==> config.mk <==
export PLATFORM = sky130hd
export DESIGN_NAME = rtc3w_master
export DESIGN_NICKNAME = d
export VERILOG_FILES = /design/src/rtl/rtc3w_pkg.sv /design/src/rtl/rtc3w_tick.sv /design/src/rtl/rtc3w_frame.sv /design/src/rtl/rtc3w_seq.sv /design/src/rtl/rtc3w_master.sv
export SDC_FILE = /design/constraint.sdc
export NUM_CORES = 1
export LEC_CHECK = 0
export ABC_AREA = 1
export BUFFER_PORTS_ARGS = -buffer_cell sky130_fd_sc_hd__buf_2
export CORE_MARGIN = 1.5
export CORE_UTILIZATION = 60
export CTS_CLUSTER_DIAMETER = 60
export CTS_CLUSTER_SIZE = 20
export DETAILED_ROUTE_END_ITERATION = 16
export PLACE_DENSITY = 0.81
export SYNTH_ARGS = -nofsm -noshare
export SYNTH_HDL_FRONTEND = slang
export SYNTH_HIERARCHICAL = 1
export SYNTH_SLANG_ARGS = --single-unit
==> constraint.sdc <==
create_clock -name clk -period 2.4 [get_ports clk]
set_input_delay 0.6 -clock clk [delete_from_list [all_inputs] [get_ports clk]]
set_output_delay 0.6 -clock clk [all_outputs]
set_load 0.02 [all_outputs]
==> src/rtl/rtc3w_pkg.sv <==
package rtc3w_pkg;
  typedef enum logic [2:0] {
    OP_REG_RD  = 3'd0,
    OP_REG_WR  = 3'd1,
    OP_RAM_RD  = 3'd2,
    OP_RAM_WR  = 3'd3,
    OP_PROBE   = 3'd4,
    OP_INIT    = 3'd5,
    OP_TRICKLE = 3'd6,
    OP_NONE    = 3'd7
  } op_e;

  localparam logic [4:0] SEC_IDX     = 5'd0;
  localparam logic [4:0] TRICKLE_IDX = 5'd8;
  localparam logic [7:0] CTRL_CMD    = 8'h8E;
  localparam logic [7:0] WP_CLEAR    = 8'h00;
  localparam logic [7:0] WP_SET      = 8'h80;
  localparam logic [7:0] PROBE_PAT   = 8'h42;
  localparam logic [3:0] TRICKLE_HI  = 4'hA;
endpackage

==> src/rtl/rtc3w_tick.sv <==
module rtc3w_tick #(
  parameter int DIV = 250
) (
  input  logic clk,
  input  logic rst_n,
  input  logic clr,
  output logic tick
);
  localparam int CW = (DIV > 1) ? $clog2(DIV) : 1;

  logic [CW-1:0] cnt_q, cnt_d;

  assign tick = (cnt_q == CW'(DIV - 1));

  always_comb begin
    if (clr || tick) cnt_d = '0;
    else             cnt_d = cnt_q + 1'b1;
  end

  always_ff @(posedge clk or negedge rst_n) begin
    if (!rst_n) cnt_q <= '0;
    else        cnt_q <= cnt_d;
  end
endmodule

==> src/rtl/rtc3w_frame.sv <==
module rtc3w_frame #(
  parameter int SETUP_TICKS = 5,
  parameter int HOLD_TICKS  = 2
) (
  input  logic       clk,
  input  logic       rst_n,
  input  logic       tick,
  input  logic       start,
  input  logic [7:0] cmd,
  input  logic       wr,
  input  logic [7:0] wdata,
  output logic       fdone,
  output logic [7:0] rdata,
  output logic       ce,
  output logic       sclk,
  output logic       dq_o,
  output logic       dq_oe,
  input  logic       dq_i
);
  localparam int MAXD = (SETUP_TICKS > HOLD_TICKS) ? SETUP_TICKS : HOLD_TICKS;
  localparam int DW   = $clog2(MAXD + 1);
  localparam logic [3:0] LAST_BIT = 4'd15;

  typedef enum logic [2:0] {F_IDLE, F_SETUP, F_LO, F_HI, F_HOLD} fst_e;

  fst_e        st_q, st_d;
  logic [DW-1:0] dcnt_q, dcnt_d;
  logic [3:0]  bit_q, bit_d;
  logic [15:0] sh_q, sh_d;
  logic [7:0]  rx_q, rx_d;
  logic        wr_q, wr_d;

  always_comb begin
    st_d   = st_q;
    dcnt_d = dcnt_q;
    bit_d  = bit_q;
    sh_d   = sh_q;
    rx_d   = rx_q;
    wr_d   = wr_q;
    fdone  = 1'b0;
    case (st_q)
      F_IDLE: if (start) begin
        st_d   = F_SETUP;
        dcnt_d = '0;
        bit_d  = '0;
        sh_d   = {wdata, cmd};
        wr_d   = wr;
      end
      F_SETUP: if (tick) begin
        if (dcnt_q == DW'(SETUP_TICKS - 1)) st_d = F_LO;
        else dcnt_d = dcnt_q + 1'b1;
      end
      F_LO: if (tick) begin
        if (bit_q[3]) rx_d = {dq_i, rx_q[7:1]};
        st_d = F_HI;
      end
      F_HI: if (tick) begin
        if (bit_q == LAST_BIT) begin
          st_d   = F_HOLD;
          dcnt_d = '0;
        end else begin
          bit_d = bit_q + 1'b1;
          sh_d  = {1'b0, sh_q[15:1]};
          st_d  = F_LO;
        end
      end
      F_HOLD: if (tick) begin
        if (dcnt_q == DW'(HOLD_TICKS - 1)) begin
          st_d  = F_IDLE;
          fdone = 1'b1;
        end else dcnt_d = dcnt_q + 1'b1;
      end
      default: st_d = F_IDLE;
    endcase
  end

  always_ff @(posedge clk or negedge rst_n) begin
    if (!rst_n) begin
      st_q   <= F_IDLE;
      dcnt_q <= '0;
      bit_q  <= '0;
      sh_q   <= '0;
      rx_q   <= '0;
      wr_q   <= 1'b0;
    end else begin
      st_q   <= st_d;
      dcnt_q <= dcnt_d;
      bit_q  <= bit_d;
      sh_q   <= sh_d;
      rx_q   <= rx_d;
      wr_q   <= wr_d;
    end
  end

  assign ce    = (st_q == F_LO) || (st_q == F_HI) || (st_q == F_HOLD);
  assign sclk  = (st_q == F_HI);
  assign dq_o  = sh_q[0];
  assign dq_oe = ((st_q == F_LO) || (st_q == F_HI)) && (wr_q || !bit_q[3]);
  assign rdata = rx_q;
endmodule

==> src/rtl/rtc3w_seq.sv <==
module rtc3w_seq
  import rtc3w_pkg::*;
(
  input  logic       clk,
  input  logic       rst_n,
  input  logic       cmd_valid,
  input  logic [2:0] cmd_op,
  input  logic [4:0] cmd_addr,
  input  logic [7:0] cmd_wdata,
  input  logic       read_only,
  output logic       busy,
  output logic       done,
  output logic [7:0] rsp_data,
  output logic       rsp_ok,
  output logic       frm_start,
  output logic [7:0] frm_cmd,
  output logic       frm_wr,
  output logic [7:0] frm_wdata,
  input  logic       frm_done,
  input  logic [7:0] frm_rdata
);
  typedef enum logic [2:0] {
    ST_IDLE, ST_RD, ST_UNLK, ST_WR, ST_LOCK, ST_PWR, ST_PRD, ST_DONE
  } st_e;

  st_e        st_q, st_d;
  op_e        op_q, op_d;
  logic [4:0] addr_q, addr_d;
  logic       ram_q, ram_d;
  logic [7:0] wd_q, wd_d;
  logic [7:0] rsp_q, rsp_d;
  logic       ok_q, ok_d;
  logic       ro_q, ro_d;
  logic       wait_q, wait_d;
  logic       frame_step;

  assign frame_step = (st_q != ST_IDLE) && (st_q != ST_DONE);
  assign frm_start  = frame_step && !wait_q;

  always_comb begin
    frm_cmd   = CTRL_CMD;
    frm_wr    = 1'b1;
    frm_wdata = WP_CLEAR;
    case (st_q)
      ST_RD:   begin frm_cmd = {1'b1, ram_q, addr_q, 1'b1}; frm_wr = 1'b0; end
      ST_WR:   begin frm_cmd = {1'b1, ram_q, addr_q, 1'b0}; frm_wdata = wd_q; end
      ST_LOCK: frm_wdata = WP_SET;
      ST_PWR:  begin frm_cmd = {2'b11, 5'd0, 1'b0}; frm_wdata = PROBE_PAT; end
      ST_PRD:  begin frm_cmd = {2'b11, 5'd0, 1'b1}; frm_wr = 1'b0; end
      default: ;
    endcase
  end

  always_comb begin
    st_d   = st_q;
    op_d   = op_q;
    addr_d = addr_q;
    ram_d  = ram_q;
    wd_d   = wd_q;
    rsp_d  = rsp_q;
    ok_d   = ok_q;
    ro_d   = ro_q;
    wait_d = wait_q;
    if (frm_start) wait_d = 1'b1;
    case (st_q)
      ST_IDLE: if (cmd_valid) begin
        op_d   = op_e'(cmd_op);
        addr_d = cmd_addr;
        wd_d   = cmd_wdata;
        ro_d   = read_only;
        rsp_d  = '0;
        ok_d   = 1'b1;
        wait_d = 1'b0;
        ram_d  = 1'b0;
        case (op_e'(cmd_op))
          OP_REG_RD: st_d = ST_RD;
          OP_RAM_RD: begin ram_d = 1'b1; st_d = ST_RD; end
          OP_REG_WR: begin
            if (read_only && (cmd_addr != TRICKLE_IDX)) begin ok_d = 1'b0; st_d = ST_DONE; end
            else st_d = ST_UNLK;
          end
          OP_RAM_WR: begin
            ram_d = 1'b1;
            if (read_only) begin ok_d = 1'b0; st_d = ST_DONE; end
            else st_d = ST_UNLK;
          end
          OP_TRICKLE: begin
            addr_d = TRICKLE_IDX;
            wd_d   = {TRICKLE_HI, cmd_wdata[3:0]};
            st_d   = ST_UNLK;
          end
          OP_PROBE: begin ram_d = 1'b1; addr_d = '0; st_d = ST_UNLK; end
          OP_INIT:  begin addr_d = SEC_IDX; st_d = ST_RD; end
          default:  begin ok_d = 1'b0; st_d = ST_DONE; end
        endcase
      end
      ST_DONE: st_d = ST_IDLE;
      default: if (frm_done) begin
        wait_d = 1'b0;
        case (st_q)
          ST_RD: begin
            rsp_d = frm_rdata;
            if (op_q == OP_INIT) begin
              wd_d = {1'b0, frm_rdata[6:0]};
              if (ro_q) begin ok_d = 1'b0; st_d = ST_DONE; end
              else st_d = ST_UNLK;
            end else st_d = ST_DONE;
          end
          ST_UNLK: st_d = (op_q == OP_PROBE) ? ST_PWR : ST_WR;
          ST_WR:   st_d = ST_LOCK;
          ST_PWR:  st_d = ST_PRD;
          ST_PRD: begin
            rsp_d = frm_rdata;
            ok_d  = (frm_rdata == PROBE_PAT);
            st_d  = ST_LOCK;
          end
          default: st_d = ST_DONE;
        endcase
      end
    endcase
  end

  always_ff @(posedge clk or negedge rst_n) begin
    if (!rst_n) begin
      st_q   <= ST_IDLE;
      op_q   <= OP_NONE;
      addr_q <= '0;
      ram_q  <= 1'b0;
      wd_q   <= '0;
      rsp_q  <= '0;
      ok_q   <= 1'b0;
      ro_q   <= 1'b0;
      wait_q <= 1'b0;
    end else begin
      st_q   <= st_d;
      op_q   <= op_d;
      addr_q <= addr_d;
      ram_q  <= ram_d;
      wd_q   <= wd_d;
      rsp_q  <= rsp_d;
      ok_q   <= ok_d;
      ro_q   <= ro_d;
      wait_q <= wait_d;
    end
  end

  assign busy     = (st_q != ST_IDLE);
  assign done     = (st_q == ST_DONE);
  assign rsp_data = rsp_q;
  assign rsp_ok   = ok_q;
endmodule

==> src/rtl/rtc3w_master.sv <==
module rtc3w_master #(
  parameter int CLK_DIV        = 250,
  parameter int CE_SETUP_TICKS = 5,
  parameter int CE_HOLD_TICKS  = 2
) (
  input  logic       clk,
  input  logic       rst_n,
  input  logic       cmd_valid,
  output logic       cmd_ready,
  input  logic [2:0] cmd_op,
  input  logic [4:0] cmd_addr,
  input  logic [7:0] cmd_wdata,
  input  logic       read_only,
  output logic       busy,
  output logic       done,
  output logic [7:0] rsp_data,
  output logic       rsp_ok,
  output logic       rtc_ce,
  output logic       rtc_sclk,
  output logic       rtc_dq_o,
  output logic       rtc_dq_oe,
  input  logic       rtc_dq_i
);
  logic       tick;
  logic       frm_start, frm_wr, frm_done;
  logic [7:0] frm_cmd, frm_wdata, frm_rdata;
  logic       busy_w;

  assign busy      = busy_w;
  assign cmd_ready = !busy_w;

  rtc3w_tick #(.DIV(CLK_DIV)) u_tick (
    .clk   (clk),
    .rst_n (rst_n),
    .clr   (frm_start),
    .tick  (tick)
  );

  rtc3w_seq u_seq (
    .clk       (clk),
    .rst_n     (rst_n),
    .cmd_valid (cmd_valid),
    .cmd_op    (cmd_op),
    .cmd_addr  (cmd_addr),
    .cmd_wdata (cmd_wdata),
    .read_only (read_only),
    .busy      (busy_w),
    .done      (done),
    .rsp_data  (rsp_data),
    .rsp_ok    (rsp_ok),
    .frm_start (frm_start),
    .frm_cmd   (frm_cmd),
    .frm_wr    (frm_wr),
    .frm_wdata (frm_wdata),
    .frm_done  (frm_done),
    .frm_rdata (frm_rdata)
  );

  rtc3w_frame #(
    .SETUP_TICKS (CE_SETUP_TICKS),
    .HOLD_TICKS  (CE_HOLD_TICKS)
  ) u_frame (
    .clk   (clk),
    .rst_n (rst_n),
    .tick  (tick),
    .start (frm_start),
    .cmd   (frm_cmd),
    .wr    (frm_wr),
    .wdata (frm_wdata),
    .fdone (frm_done),
    .rdata (frm_rdata),
    .ce    (rtc_ce),
    .sclk  (rtc_sclk),
    .dq_o  (rtc_dq_o),
    .dq_oe (rtc_dq_oe),
    .dq_i  (rtc_dq_i)
  );
endmodule

* Yosys cells after proc, flatten, opt, wreduce, memory -nomap -nowiden *
Cells that the tools add are included.

word-level totals
  register bits = 74
  output and inout bits = 16
  word-level logic and storage cells = 167

cells by class
  $add $sub $neg = 3
  eq/ne operators = 40
  muxes and demuxes = 67
  bitwise gates (word level) = 1
  reductions and logical operators = 40

operators with widths
  operator               number
  $mux W8                9
  $mux W3                22
  $mux W16               3
  $pmux W3 S4            3
  $eq A3 B3 Y1 const B   11
  $pmux W16 S2           1
  $pmux W8 S2            2
  $pmux W7 S4            1
  $pmux W8 S3            1
  $eq A3 B2 Y1 const B   6
  $ne A2 B2 Y1 const B   8
  $pmux W3 S5            1
  $mux W1                14
  $eq A3 B1 Y1 const B   4
  $mux W4                3
  $pmux W5 S2            1
  $reduce_bool A2 Y1     5
  $logic_not A3 Y1       3
  $reduce_bool A3 Y1     3
  $add A8 B1 Y8 const B  1
  $eq A8 B7 Y1 const B   1
  $eq A8 B8 Y1 const B   1
  $ne A2 B1 Y1 const B   4
  $pmux W4 S2            1
  other kinds (24)       42

* Logic depth before layout (Yosys ltp) *
  word-level depth = 6
  depth in mapped cells = 13
  depth with buffers taken out = 12

* Hierarchy *
Netlist, hierarchy kept.

modules (own cells, without submodules)
  module        instances  cells an instance  area an instance (µm²)  sequential area each (µm²)
  rtc3w_frame   1          249                1953.1                  875.8
  rtc3w_seq     1          242                1860.5                  779.5
  rtc3w_tick    1          51                 429.2                   200.2
  rtc3w_master  1          1                  3.8                     0.0

* Worst setup path before layout *
Ideal clock, no wire load.

  kind = register -> output
  from = register u_frame.st_q[0]
  to = output port rtc_dq_oe
  data arrival time = 1.407 ns
  setup slack = 0.393 ns
  cell stages (with the launch flop) = 8
  path through = dfrtp_1 -> nand2_2 -> nor2_8 -> inv_2 -> buf_2 -> nand2_1 -> inv_1 -> a21oi_1

between the ends
  word-level cells in the longest chain between the ends = 3
  elaborated cells between the ends (all ways) = 4
  those cells by class = eq/ne (2); reduce/logical (2)

ends and longest elaborated chain
  what                    line                source
  start, declared         rtc3w_frame.sv:26   fst_e st_q, st_d;
  start signal, assigned  rtc3w_frame.sv:86   st_q <= st_d;
  $eq A3 B2 Y1            -
  via rtc_sclk            rtc3w_master.sv:19  output logic rtc_sclk,
  $logic_or A1 B1 Y1      rtc3w_frame.sv:98   assign dq_oe = ((st_q == F_LO) || (st_q == F_HI)) && (wr_q || !bit_q[3]);
  $logic_and A1 B1 Y1     rtc3w_frame.sv:98
  end, declared           rtc3w_master.sv:21  output logic rtc_dq_oe,

The timed path passes the listed nets, and every way through them passes these cells.

* Worst setup path in the final report *
  from = register u_frame.st_q[2]
  to = output port rtc_dq_oe

between the ends
  word-level cells in the longest chain between the ends = 3
  elaborated cells between the ends (all ways) = 4
  those cells by class = eq/ne (2); reduce/logical (2)

ends and longest elaborated chain
  what                     line
  $eq A3 B2 Y1             rtc3w_frame.sv:98
  $logic_or A1 B1 Y1 (*)   rtc3w_frame.sv:98
  $logic_and A1 B1 Y1 (*)  rtc3w_frame.sv:98

Every way passes the cells marked *; elsewhere a longest branch is shown, timed or not.

==> results by group <==
Run status
  – Outcome: completed

Clock network
  – CTS Buf Count: 9
  – H-tree Lvls: 3
  – Clock slew at reported path FFs: 0.08 ns
  – Root Buffer: clkbuf_8
  – CTS tree: yes
  – Clk_lat worst skew: 0.35 ns
  – Longest Clk Path Bufs: 2
  – Sink Count: 74

Floorplan
  – Top Ports: 37
  – Initial Util: 62.2%
  – Chip height: 87.1 um
  – Die ar.: 0.00759 sq mm
  – Core area: 0.00683 sq mm
  – Cell Rows: 30
  – Die X: 87.1 um

Yosys
  – Main synth FF type: dfrtp_1
  – Largest area contributor in the netlist: dfrtp_1
  – Post-synth top cells: 155 x nand2_1, 71 x dfrtp_1, 63 x inv_1
  – Post-synthesis sequential area ratio: 43.7%
  – Synth Net Count: 570
  – Yosys reg bits: 74
  – Synth Cell Area: 0.00425 sq mm
  – Synth area leaders: dfrtp_1 42%, nand2_1 14%, inv_1 5.6%, o21ai_0 5.5%, o21ai_2 5.2%
  – Synth top area share: 41.8%
  – EDFF count, synth: 0
  – Unique masters post-synth: 39
  – Share of flip-flops with an asynchronous set or reset: 100%
  – Cell with the most instances after synthesis: nand2_1
  – Syn avg cell area: 7.82 sq um
  – Synthesis warning total: 6
  – Mapped Cells: 543

Pwr
  – Worst VDD drop: 0.668 mV
  – PD cells: 1160 mW/mm^2
  – Pleak: 2.40 nW

Worst setup path
  – Crit path capture type: output pin
  – Worst Reg-to-Reg Cells: 12
  – Critical path type: flip-flop to output pin
  – WP data required: 1.80 ns
  – Startpoint types: flip-flop
  – Worst EP arrival: 1.71 ns
  – Crit-path max FO: 9

STA
  – Fin crit share: 96.3%
  – Worst slew pin tran: 0.592 ns
  – Unrepaired setup endpoints after global routing: false
  – Maximum clock rate: 433 MHz
  – Max Slew Vio Count: 0
  – Setup TNS: 0 ns
  – Final setup vio count: 0
  – Hold Fails Final Rpt: 0
  – Clock Skews: 0.00859 ns
  – Slew headroom: 60.4%
  – Final worst slack: 0.0884 ns
  – Period minus WS final: 2.31 ns

Worst hold path
  – Hold Crit Class: primary input to asynchronous set/reset pin

Route
  – DRC Markers: 0
  – DR vias: 3536
  – Router iterations before antenna repair: 5
  – Routed wire length: 8.78 mm
  – Routed vias/inst: 5.18
  – DR iter-0 viols: 192
  – Antenna viol nets, final: 0
  – WL/cell: 12.9 um

Final layout
  – Area growth, synth to finish: 10.4%
  – Inserted Diodes: 0
  – Layout cell share with drive strength beyond 1: 22.7%
  – Post-Layout Cell Count: 682
  – Final nets: 608

Global routing
  – First-pass GRT wire length: 15.2 mm
  – Grt total ovfl: 0
  – Vias in the first global route: 3322
  – Antenna violations before repair: 0
  – Largest net degree at the start of global routing: 75
  – Total GRT Usage: 25.7%

Placement
  – DP Worst Slack: 0.120 ns
  – Gpl congestion: 0.951
  – Cells after DPL: 666
  – Detailed Place HPWL: 6.22 mm
  – Port Buffers: 36

Flow run
  – Max-cap viol count: 0
## placed cells by master, fill, tap and decap left out, drive strengths merged, types with 2 or more instances in the layout
cell      count
xor2          2
nor3          3
ha            6
clkinvlp      2
dfrtp        71
clkinv        4
inv          73
nor2         63
xnor2         4
clkbuf        9
nand3        37
a31oi         2
o21bai        3
dfstp         3
o21ai        72
a21oi        12
nand2       171
buf          41
## report_power, final
part | switching [mW] | total (mW) | internal [mW]
clock network | 0.506 | 0.993 | 0.487
registers | 0.263 | 1.91 | 1.65
logic | 1.70 | 2.55 | 0.854
total | 2.46 | 5.45 | 2.99
## layer usage
layer  GRT usage (%)  up-vias  part of all wire [%]
li1                -     1786                     -
met1            34.6     1651                    45
met2            42.1       85                    50
met3            3.32       14                   4.3
met4            11.0        0                   1.5
met5               0        -                     0
## timing repair
| action | in CTS | in global routing |
|---|---|---|
| endpoints found under the setup margin | 0 | 16 |
| setup buffers | 0 | 0 |
| resized for setup | 0 | 4 |
| hold endpoints to repair | 0 | 0 |
| hold buffers | 0 | 0 |
## cell type report
class / count / area (sq um)
clock inverters: 7 / 76.3
inverters: 73 / 279
repair buffers: 41 / 243
flip-flops and latches: 74 / 1860
fillers: 564 / 2140
clock buffers: 9 / 124
well taps: 96 / 120
multi-input cells: 382 / 1990
## logic make-up after synthesis
family | synth area share, %
and+or+nand+nor | 29.5
AOI/OAI and AO/OA | 14.0
buffers and inverters | 9.72
DFF | 43.7
xor gates and xnor gates | 1.24
adders and majority gates | 1.77
other | 0.0883
## registers in the layout, summed over array words and instances, names as in the netlist, 3 cells and up
register and flops:
u_frame/sh_q 16, u_seq/op_q 3, u_seq/rsp_data 8, u_tick/cnt_q 8
u_frame/st_q 3, u_seq/wd_q 8, u_frame/dcnt_q 3, u_seq/addr_q 5
u_seq/st_q 3, u_frame/bit_q 4, u_frame/rdata 8
## metrics by stage
stage               util (%)  instance area [sq um]  power (mW)  hold slack (ns)
finish                  68.6                   4690        5.45            0.270
global route            68.6                   4690        5.89            0.309
CTS                     68.4                   4680        5.47            0.279
detailed placement      65.5                   4480        4.45            0.467
global placement        65.5                   4480        4.35            0.462
floorplan                  -                   4250        3.93            0.304
## final timing paths
kind	from	slack, ns	endpoint
hold / removal	rst_n	0.27	u_seq/rsp_data[4]
min in group clk	u_frame/sh_q[0]	0.48	u_frame/sh_q[0]
hold reg to reg	u_frame/sh_q[0]	0.48	u_frame/sh_q[0]
setup / recovery	u_frame/st_q[2]	0.09	rtc_dq_oe
setup reg to reg	u_seq/st_q[1]	0.21	u_frame/dcnt_q[0]
max in group asynchronous	rst_n	1.82	u_frame/st_q[2]
## worst max-delay path, cell delays in order, from the launching register on
cell	delay, ns
dfrtp_2	0.52
nor2_4	0.21
nand2_1	0.11
nand2_1	0.09
inv_1	0.06
a21oi_1	0.17
buf_2	0.20
Note: power is estimated with default switching activity, not from simulation.
